File: src/rtl/lnk_irq_pkg.sv
package lnk_irq_pkg;

    // Number of interrupt vectors held in the pending register.
    localparam int NUM_VEC   = 32;
    localparam int VEC_W     = $clog2(NUM_VEC);
    // Width of the reported and transmitted vector field.
    localparam int SOFT_W    = 6;
    localparam int ADDR_W    = 2;
    // Bit position of the local vector field in the control word.
    localparam int CTRL_VLSB = 8;

    typedef enum logic [ADDR_W-1:0] {
        REG_CTRL = 2'd0,
        REG_PEND = 2'd1,
        REG_PRIO = 2'd2,
        REG_SOFT = 2'd3
    } reg_addr_e;

    typedef struct packed {
        logic [VEC_W-1:0] local_vec;
        logic             local_en;
        logic             direct_en;
    } ctrl_t;

    typedef struct packed {
        logic              valid;
        logic [SOFT_W-1:0] vec;
    } soft_req_t;

    localparam logic [SOFT_W-1:0] VEC_NONE = '1;

    function automatic logic [NUM_VEC-1:0] vec_to_mask(input logic [VEC_W-1:0] idx);
        logic [NUM_VEC-1:0] m;
        m = '0;
        m[idx] = 1'b1;
        return m;
    endfunction

endpackage

File: src/rtl/lnk_irq_regs.sv
module lnk_irq_regs
    import lnk_irq_pkg::*;
(
    input  logic               clk,
    input  logic               rst,
    input  logic               bus_sel_i,
    input  logic               bus_we_i,
    input  logic [ADDR_W-1:0]  bus_addr_i,
    input  logic [NUM_VEC-1:0] bus_wdata_i,
    output logic [NUM_VEC-1:0] bus_rdata_o,
    input  logic [NUM_VEC-1:0] pend_i,
    input  logic [SOFT_W-1:0]  prio_vec_i,
    output ctrl_t              ctrl_o,
    output logic [NUM_VEC-1:0] clr_mask_o,
    output logic               soft_wr_o,
    output logic [SOFT_W-1:0]  soft_vec_o
);

    logic  wr_en;
    ctrl_t ctrl_q;

    assign wr_en = bus_sel_i && bus_we_i;

    always_ff @(posedge clk) begin
        if (rst) begin
            ctrl_q <= '0;
        end else if (wr_en && bus_addr_i == REG_CTRL) begin
            ctrl_q.direct_en <= bus_wdata_i[0];
            ctrl_q.local_en  <= bus_wdata_i[1];
            ctrl_q.local_vec <= bus_wdata_i[CTRL_VLSB +: VEC_W];
        end
    end

    assign ctrl_o = ctrl_q;

    // Clear requests from the status register and from the acknowledge path.
    always_comb begin
        clr_mask_o = '0;
        if (wr_en && bus_addr_i == REG_PEND) begin
            clr_mask_o = bus_wdata_i;
        end else if (wr_en && bus_addr_i == REG_PRIO) begin
            clr_mask_o = vec_to_mask(bus_wdata_i[VEC_W-1:0]);
        end
    end

    assign soft_wr_o  = wr_en && bus_addr_i == REG_SOFT;
    assign soft_vec_o = bus_wdata_i[SOFT_W-1:0];

    always_comb begin
        bus_rdata_o = '0;
        case (bus_addr_i)
            REG_CTRL: begin
                bus_rdata_o[0] = ctrl_q.direct_en;
                bus_rdata_o[1] = ctrl_q.local_en;
                bus_rdata_o[CTRL_VLSB +: VEC_W] = ctrl_q.local_vec;
            end
            REG_PEND: bus_rdata_o = pend_i;
            REG_PRIO: bus_rdata_o[SOFT_W-1:0] = prio_vec_i;
            default:  bus_rdata_o = '0;
        endcase
    end

    // an acknowledge write must request exactly one clear
    p_ack_single_r7: assert property (@(posedge clk) disable iff (rst)
        (wr_en && bus_addr_i == REG_PRIO) |-> $countones(clr_mask_o) == 1);

endmodule

File: src/rtl/lnk_irq_pend.sv
module lnk_irq_pend
    import lnk_irq_pkg::*;
(
    input  logic               clk,
    input  logic               rst,
    input  ctrl_t              ctrl_i,
    input  logic               pkt_valid_i,
    input  logic [NUM_VEC-1:0] pkt_status_i,
    input  logic               stat_evt_i,
    input  logic [NUM_VEC-1:0] clr_mask_i,
    output logic [NUM_VEC-1:0] pend_o
);

    logic [NUM_VEC-1:0] pkt_mask;
    logic [NUM_VEC-1:0] loc_mask;
    logic [NUM_VEC-1:0] set_mask;
    logic [NUM_VEC-1:0] pend_q;

    assign pkt_mask = (pkt_valid_i && ctrl_i.direct_en) ? pkt_status_i : '0;
    assign loc_mask = (stat_evt_i && ctrl_i.local_en)
                      ? vec_to_mask(ctrl_i.local_vec) : '0;
    assign set_mask = pkt_mask | loc_mask;

    // Per-bit update: a set in the same cycle overrides a clear.
    for (genvar k = 0; k < NUM_VEC; k++) begin : g_bit
        always_ff @(posedge clk) begin
            if (rst) begin
                pend_q[k] <= 1'b0;
            end else if (set_mask[k]) begin
                pend_q[k] <= 1'b1;
            end else if (clr_mask_i[k]) begin
                pend_q[k] <= 1'b0;
            end
        end
    end

    assign pend_o = pend_q;

    // a bit both set and cleared in one cycle must remain set
    p_set_wins_r5: assert property (@(posedge clk) disable iff (rst)
        (set_mask & clr_mask_i) != '0 |=>
        (pend_q & $past(set_mask & clr_mask_i)) == $past(set_mask & clr_mask_i));

    // cleared bits without a competing set must be zero afterwards
    p_clear_r4: assert property (@(posedge clk) disable iff (rst)
        (clr_mask_i & ~set_mask) != '0 |=>
        (pend_q & $past(clr_mask_i & ~set_mask)) == '0);

    // no pending bit appears without a set source
    p_no_spurious_r2: assert property (@(posedge clk) disable iff (rst)
        set_mask == '0 |=> (pend_q & ~$past(pend_q)) == '0);

endmodule

File: src/rtl/lnk_irq_prio.sv
module lnk_irq_prio
    import lnk_irq_pkg::*;
(
    input  logic               clk,
    input  logic               rst,
    input  logic [NUM_VEC-1:0] pend_i,
    output logic [SOFT_W-1:0]  vec_o
);

    // Scan from the lowest-priority bit down so bit 0 has the last word.
    always_comb begin
        vec_o = VEC_NONE;
        for (int i = NUM_VEC - 1; i >= 0; i--) begin
            if (pend_i[i]) begin
                vec_o = SOFT_W'(i);
            end
        end
    end

    // reported vector is pending and no lower index is pending
    p_prio_lowest_r6: assert property (@(posedge clk) disable iff (rst)
        pend_i != '0 |->
        pend_i[vec_o[VEC_W-1:0]] &&
        (pend_i & (vec_to_mask(vec_o[VEC_W-1:0]) - 1'b1)) == '0);

    // the none code only when nothing is pending
    p_prio_none_r6: assert property (@(posedge clk) disable iff (rst)
        (vec_o == VEC_NONE) |-> pend_i == '0);

endmodule

File: src/rtl/lnk_irq_softtx.sv
module lnk_irq_softtx
    import lnk_irq_pkg::*;
(
    input  logic              clk,
    input  logic              rst,
    input  logic              soft_wr_i,
    input  logic [SOFT_W-1:0] soft_vec_i,
    input  logic              tx_ack_i,
    output logic              tx_req_o,
    output logic [SOFT_W-1:0] tx_vec_o
);

    soft_req_t req_q;

    always_ff @(posedge clk) begin
        if (rst) begin
            req_q <= '0;
        end else if (req_q.valid) begin
            if (tx_ack_i) begin
                req_q.valid <= 1'b0;
            end
        end else if (soft_wr_i) begin
            req_q.valid <= 1'b1;
            req_q.vec   <= soft_vec_i;
        end
    end

    assign tx_req_o = req_q.valid;
    assign tx_vec_o = req_q.vec;

    // an unaccepted request holds with a stable vector
    p_hold_r9: assert property (@(posedge clk) disable iff (rst)
        tx_req_o && !tx_ack_i |=> tx_req_o && $stable(tx_vec_o));

    // an accepted request drops on the following edge
    p_ack_drop_r9: assert property (@(posedge clk) disable iff (rst)
        tx_req_o && tx_ack_i |=> !tx_req_o);

endmodule

File: src/rtl/lnk_irq_ctrl.sv
module lnk_irq_ctrl
    import lnk_irq_pkg::*;
(
    input  logic              clk,
    input  logic              rst,
    input  logic              bus_sel_i,
    input  logic              bus_we_i,
    input  logic [1:0]        bus_addr_i,
    input  logic [31:0]       bus_wdata_i,
    output logic [31:0]       bus_rdata_o,
    input  logic              pkt_valid_i,
    input  logic [31:0]       pkt_status_i,
    input  logic              stat_evt_i,
    output logic              irq_o,
    output logic              tx_req_o,
    output logic [5:0]        tx_vec_o,
    input  logic              tx_ack_i
);

    ctrl_t              ctrl;
    logic [NUM_VEC-1:0] clr_mask;
    logic [NUM_VEC-1:0] pend;
    logic [SOFT_W-1:0]  prio_vec;
    logic               soft_wr;
    logic [SOFT_W-1:0]  soft_vec;

    lnk_irq_regs u_regs (
        .clk         (clk),
        .rst         (rst),
        .bus_sel_i   (bus_sel_i),
        .bus_we_i    (bus_we_i),
        .bus_addr_i  (bus_addr_i),
        .bus_wdata_i (bus_wdata_i),
        .bus_rdata_o (bus_rdata_o),
        .pend_i      (pend),
        .prio_vec_i  (prio_vec),
        .ctrl_o      (ctrl),
        .clr_mask_o  (clr_mask),
        .soft_wr_o   (soft_wr),
        .soft_vec_o  (soft_vec)
    );

    lnk_irq_pend u_pend (
        .clk          (clk),
        .rst          (rst),
        .ctrl_i       (ctrl),
        .pkt_valid_i  (pkt_valid_i),
        .pkt_status_i (pkt_status_i),
        .stat_evt_i   (stat_evt_i),
        .clr_mask_i   (clr_mask),
        .pend_o       (pend)
    );

    lnk_irq_prio u_prio (
        .clk    (clk),
        .rst    (rst),
        .pend_i (pend),
        .vec_o  (prio_vec)
    );

    lnk_irq_softtx u_soft (
        .clk        (clk),
        .rst        (rst),
        .soft_wr_i  (soft_wr),
        .soft_vec_i (soft_vec),
        .tx_ack_i   (tx_ack_i),
        .tx_req_o   (tx_req_o),
        .tx_vec_o   (tx_vec_o)
    );

    assign irq_o = |pend;

    // the interrupt only rises after an incoming event
    p_irq_source_r8: assert property (@(posedge clk) disable iff (rst)
        $rose(irq_o) |-> $past(pkt_valid_i || stat_evt_i));

    // the interrupt only falls after a register write
    p_irq_clear_r8: assert property (@(posedge clk) disable iff (rst)
        $fell(irq_o) |-> $past(bus_sel_i && bus_we_i));

endmodule

File: config.mk
export PLATFORM = sky130hd
export DESIGN_NAME = lnk_irq_ctrl
export DESIGN_NICKNAME = d
export VERILOG_FILES = /design/src/rtl/lnk_irq_pkg.sv /design/src/rtl/lnk_irq_regs.sv /design/src/rtl/lnk_irq_pend.sv /design/src/rtl/lnk_irq_prio.sv /design/src/rtl/lnk_irq_softtx.sv /design/src/rtl/lnk_irq_ctrl.sv
export SDC_FILE = /design/constraint.sdc
export NUM_CORES = 1
export LEC_CHECK = 0
export ABC_CLOCK_PERIOD_IN_PS = 1500
export BUFFER_PORTS_ARGS = -buffer_cell sky130_fd_sc_hd__buf_2
export CAP_MARGIN = 10
export CELL_PAD_IN_SITES_DETAIL_PLACEMENT = 0
export CELL_PAD_IN_SITES_GLOBAL_PLACEMENT = 1
export CORE_MARGIN = 10
export CORE_UTILIZATION = 23
export CTS_CLUSTER_SIZE = 25
export DETAILED_ROUTE_END_ITERATION = 16
export GPL_ROUTABILITY_DRIVEN = 0
export GPL_TIMING_DRIVEN = 0
export PLACE_DENSITY_LB_ADDON = 0.08
export SLEW_MARGIN = 15
export SYNTH_ARGS = -nofsm -noshare
export SYNTH_HDL_FRONTEND = slang
export SYNTH_SLANG_ARGS = --single-unit
File: constraint.sdc
create_clock -name clk -period 1.5 [get_ports clk]
set_input_delay 0.3 -clock clk [delete_from_list [all_inputs] [get_ports clk]]
set_output_delay 0.3 -clock clk [all_outputs]
set_load 0.005 [all_outputs]
==> metrics.yaml, run 1 <==
floorplan:
  ios: 113
  die_w_um: 132.6
  dieArea_um2: 17580
  die_h_um: 132.6
  num_rows: 41
  core_area_um2: 12520
  start_util_pct: 23.29
finish:
  final_cell_mix: "112 x buf_2, 44 x a21oi_1, 36 x nand2_1"
  multi_input_area_um2: 2069
  n_fill_cell: 1440
  final_nets: 576
  regArea_um2: 965.9
  drive_gt1_share_pct: 40.48
  final_area_um2: 4279
  layout_commonest_cell: "buf_2"
  antenna_cells: 0
  syn_to_final_growth_pct: 46.78
clock_tree:
  clk_pin_slew_ns: 0.06
  htreeDepth: 2
  cts_tree: "built"
  cts_buffer_depth: 2
  cts.sinks: 46
  clkLatencyLatePin_ns: 0.29
  cts_buffers: 5
  clockRootBuffer: "clkbuf_16"
synthesis:
  synthMuxAreaShare_pct: 4.464
  syn_area_um2: 2915
  synth_cell_type_count: 45
  synth_nets: 453
  synth_xor_xnor_area_share_pct: 0
  ys_seq_area_share_pct: 31.59
  synth_flop_cell: "dfxtp_1"
  synth_fa_ha_area_share_pct: 2.146
  syn_inst: 375
  synth_top_family_by_area: "compound AO/OA/AOI/OAI gates"
  yosys_warnings: 0
  synth_compound_gate_area_share_pct: 30.56
  synth-seq-cells: 46
  synth_edf_count: 0
  yosys.area_share.simple_pct: 26.61
  synthArstFlopShare_pct: 0
  synth_area_per_cell_um2: 7.774
timing:
  slew_headroom_pct: 62.02
  drv_slew: 0
  finalHoldViolations: 0
  setup_violations: 10
  finalCritPeriodShare_pct: 138.8
  fin_crit_ns: 2.082
  max_clock_freq_mhz: 480.3
  rsz0062_at_grt: "yes"
  fin_skew_ns: 0.003914
  fin_ws_ns: -0.5821
  tightest_slew_ns: 0.5653
route:
  dr.pass1.iters: 4
  drt-wirelength-per-cell_um: 21.61
  drt-met1-wl_mm: 6.700
  initialDrtViolationCount: 175
  drt-total-wl_mm: 14.50
  antenna_left: 0
  vias_per_cell: 5.022
  drcViolationCount: 0
  via_count: 3370
  wl_met3_um: 729
  top_layer: "met4"
  wl_met2_mm: 6.903
global_route:
  track_usage_pct: 15.74
  grt_pass1_vias: 3559
  grt_max_degree: 14
  grt_overflow: 0
  grt_pass1_wl_mm: 21.54
  antenna_found_initial: 0
flow_run:
  max-cap-violations: 0
run_status:
  violations: "setup timing"
  status: "finished, violations left"
setup_path:
  worstPathRequired_ns: 1.20
  end_kind: "output port"
  start_kind: "flip-flop"
  crit_arrival_ns: 1.78
  reg2reg_setup_slack_ns: 0.06
  worst-path-max-fanout: 4
  critPathKind: "reg -> out"
  crit_start: "u_pend.pend_o[23]"
  r2r_start: "u_regs.ctrl_o[0]"
power_and_ir_drop:
  p_leak_uw: 0.001760
  ir_drop_v: 0.0003606
  power.total_uw: 2871
  p_per_area_nw_per_um2: 671.0
placed_design:
  place.detailed.hpwl_mm: 11.16
  port_buffers: 109
  dpl_cell_area_um2: 3687
hold_path:
  min-delay-start: "bus_wdata_i[11]"
  hold_class: "in -> reg"
==> where the power goes <==
part	switching, µW	internal, µW
clock	494	662
combinational	247	213
sequential	26.9	1230
total	768	2100
==> through the flow <==
stage / TNS (ns) / std cells / hold WS [ns] / setup slack [ns] / util (%)
detailed placement: -25.13 / 656 / 0.4881 / -0.5107 / 29.46
global placement: -24.60 / 656 / 0.4732 / -0.5408 / 29.46
CTS: -3.752 / 669 / 0.2637 / -0.6003 / 33.10
global route: -4.075 / 671 / 0.2779 / -0.6485 / 34.19
finish: -3.489 / 671 / 0.2619 / -0.5821 / 34.19
floorplan: -0.1894 / 375 / 0.4439 / -0.07682 / -
==> synth_stat cells (3+ instances only) <==
library cell / number / share of area (%)
a21oi_1: 44 / 7.6
a22o_1: 5 / 1.5
a22oi_1: 34 / 8.8
and2_1: 23 / 4.9
and3_1: 4 / 0.86
buf_2: 6 / 1.0
clkbuf_1: 16 / 2.1
dfxtp_1: 46 / 32
ha_1: 5 / 2.1
inv_1: 8 / 1.0
mux2i_1: 13 / 4.5
nand2_1: 38 / 4.9
nand3_1: 9 / 1.5
nand3b_1: 3 / 0.77
nand4b_1: 3 / 0.90
nor2_1: 30 / 3.9
nor3_1: 5 / 0.86
nor3b_1: 3 / 0.77
nor4_1: 5 / 1.1
o211ai_1: 29 / 7.5
o21ai_0: 6 / 1.0
o21ai_1: 3 / 0.51
o31ai_1: 4 / 1.0
==> state kept, by name, indices dropped and copies added, names as in the netlist <==
name	count
u_soft.tx_vec_o	6
u_regs.ctrl_o	7
u_soft.tx_req_o	1
u_pend.pend_o	32
==> area by class of cell <==
cell class / count / area share [%]
plain buffers: 18 / 2.749
clock buffers: 7 / 3.333
clock inverters: 1 / 0.1170
inverters: 8 / 0.9064
multi-input cells: 297 / 48.36
flip-flops and latches: 46 / 22.57
well taps: 172 / 5.029
repair buffers: 122 / 16.93
==> final timing paths <==
path,end,cells after the start
worst min-delay path,u_regs.ctrl_o[5],3
worst min register to register,u_soft.tx_vec_o[0],2
worst max-delay path,bus_rdata_o[2],6
worst max register to register,u_pend.pend_o[17],5
==> what timing repair did <==
item,in CTS,in global routing
endpoints found under the hold margin,0,0
endpoints found under the setup margin,65,51
setup buffers,10,2
pin swaps,13,10
cloned,1,0
gates resized for setup,54,42
hold buffers,0,0
==> worst max-delay path, stage by stage (launching register included) <==
cell,delay [ns]
dfxtp_4,0.36
or4_4,0.53
o21ai_2,0.13
nand3_1,0.09
a31oi_1,0.16
o31ai_1,0.09
buf_2,0.13
==> routing by layer <==
layer,up-vias,GRT usage [%]
met1,1616,20.36
met4,0,3.606
met3,11,2.990
met5,-,0
met2,88,26.33
li1,1655,-
==> kinds of logic (layout without fill, tap and decap cells) <==
logic type	count (synthesis)	in the layout
flops	46	46
buf+inv	32	156
mux	13	13
fa+ha+maj	5	5
simple gates	144	144
compound gates	135	135
Note: power is estimated with default switching activity, not from simulation.
==> run 2: changes to the inputs <==
MAX_ROUTING_LAYER = met4   (was unset)
==> run 2 against run 1 <==
The run still ends with setup timing left. Sequential share of layout area unchanged. Via count decreased by 0.50%. Sequential cell count unchanged. Final cell count unchanged. Maximum frequency increased by 0.54%. Final area unchanged. Power increased by 0.13%. First-iteration DRC count increased by 1.7%. Clock skew increased by 0.0012 ns. Die area unchanged.
==> metrics.yaml, run 2 (synthesis results as in run 1) <==
global_route:
  grt_max_degree: 14  # unchanged
  antenna_found_initial: 0  # unchanged
  track_usage_pct: 16.18  # +0.44 points
  grt_overflow: 0  # unchanged
  grt_pass1_wl_mm: 21.50  # -0.19%
  grt_pass1_vias: 3567  # +0.22%
route:
  vias_per_cell: 4.997  # -0.50%
  drt-met1-wl_mm: 6.908  # +3.1%
  drcViolationCount: 0  # unchanged
  antenna_left: 0  # unchanged
  initialDrtViolationCount: 178  # +1.7%
  top_layer: "met4"
  via_count: 3353  # -0.50%
  drt-wirelength-per-cell_um: 21.62  # about the same
  wl_met3_um: 508  # -30%
  drt-total-wl_mm: 14.51  # about the same
  wl_met2_mm: 6.972  # +1.0%
  dr.pass1.iters: 4  # unchanged
finish:
  drive_gt1_share_pct: 40.48  # unchanged
  final_nets: 576  # unchanged
  largest_reg_flops: 32  # unchanged
  syn_to_final_growth_pct: 46.78  # unchanged
  post-route-util_pct: 34.19  # unchanged
  antenna_cells: 0  # unchanged
  final_cell_mix: "112 x buf_2, 44 x a21oi_1, 36 x nand2_1"
  layout_commonest_cell: "buf_2"
floorplan:
  dieArea_um2: 17580  # unchanged
  ios: 113  # unchanged
  die_h_um: 132.6  # unchanged
  num_rows: 41  # unchanged
  core_area_um2: 12520  # unchanged
  start_util_pct: 23.29  # unchanged
  die_w_um: 132.6  # unchanged
clock_tree:
  cts_buffer_depth: 2  # unchanged
  cts.sinks: 46  # unchanged
  cts_buffers: 5  # unchanged
  clockRootBuffer: "clkbuf_16"
  clkLatencyLatePin_ns: 0.29  # about the same
  clk_pin_slew_ns: 0.07  # about the same
  cts_tree: "built"
  htreeDepth: 2  # unchanged
  hold_buffers: 0  # unchanged
timing:
  rsz0062_at_grt: "yes"
  finalHoldViolations: 0  # unchanged
  fin_skew_ns: 0.005088  # +0.001174 ns
  finalCritPeriodShare_pct: 138.1  # -0.74 points
  tns_ns: -3.496  # -0.006930 ns
  fin_crit_ns: 2.071  # -0.01109 ns
  setup_violations: 11  # +1
  max_clock_freq_mhz: 482.9  # +0.54%
  fin_ws_ns: -0.5710  # +0.01109 ns
  tightest_slew_ns: 0.5688  # +0.003538 ns
  slew_headroom_pct: 61.79  # -0.24 points
  drv_slew: 0  # unchanged
  whs_ns: 0.2616  # -0.0002570 ns
power_and_ir_drop:
  p_per_area_nw_per_um2: 671.9  # +0.13%
  p_leak_uw: 0.001760  # unchanged
  ir_drop_v: 0.0003518  # -2.5%
setup_path:
  critPathKind: "reg -> out"
  reg2reg_depth: 5  # unchanged
  worst-path-max-fanout: 4  # unchanged
  crit_arrival_ns: 1.77  # about the same
  worstPathRequired_ns: 1.20  # about the same
  end_kind: "output port"
  start_kind: "flip-flop"
hold_path:
  hold_class: "in -> reg"
  hold_depth: 3  # unchanged
run_status:
  status: "finished, violations left"
  violations: "setup timing"
placed_design:
  place_ws_ns: -0.5107  # unchanged
  place.detailed.hpwl_mm: 11.16  # unchanged
  port_buffers: 109  # unchanged
flow_run:
  max-cap-violations: 0  # unchanged
run 2: where the power goes:
part / total (µW) / switching, µW / internal [µW] / leakage (µW)
clock: 1160 / 498 / 663 / 0.0000739
combinational: 460 / 247 / 213 / 0.00130
sequential: 1250 / 26.8 / 1230 / 0.000385
run 2: area by class of cell:
class	count	area (µm²)
repair buffers	122	724.4
clock inverters	1	5.005
plain buffers	18	117.6
well taps	172	215.2
clock buffers	7	142.6
fillers	1440	8238
inverters	8	38.79
flip-flops and latches	46	965.9
multi-input cells	297	2069
run 2: stage by stage:
step	cell area [µm²]	power, µW	cells
2_1_floorplan	2927	1458	375
3_3_place_gp	3687	1679	656
3_5_place_dp	3687	1681	656
4_1_cts	4143	2890	669
5_1_grt	4279	2989	671
6_report	4279	2875	671
run 2: worst paths after layout:
path	start	to	slack [ns]
max	u_pend.pend_o[23]	bus_rdata_o[2]	-0.57
min	bus_wdata_i[11]	u_regs.ctrl_o[5]	0.26
max reg2reg	u_regs.ctrl_o[0]	u_pend.pend_o[7]	0.05
min reg2reg	u_soft.tx_vec_o[0]	u_soft.tx_vec_o[0]	0.49
run 2: metal layers:
layer	vias to the layer above	track usage, %
met1	1609	20.83
li1	1650	-
met2	88	26.33
met3	6	2.233
met5	-	-
met4	0	3.606
run 2: critical path: stages (launching register included):
cell and delay, ns:
dfxtp_4 0.36, or4_4 0.53, o21ai_2 0.12, nand3_1 0.09, a31oi_1 0.15, o31ai_1 0.09, buf_2 0.13
run 2: timing repair:
item                                    4_1_cts  5_1_grt
setup buffers                                10        2
cloned                                        1        0
endpoints found under the setup margin       65       51
resized for setup                            54       42
pin swaps                                    13       10
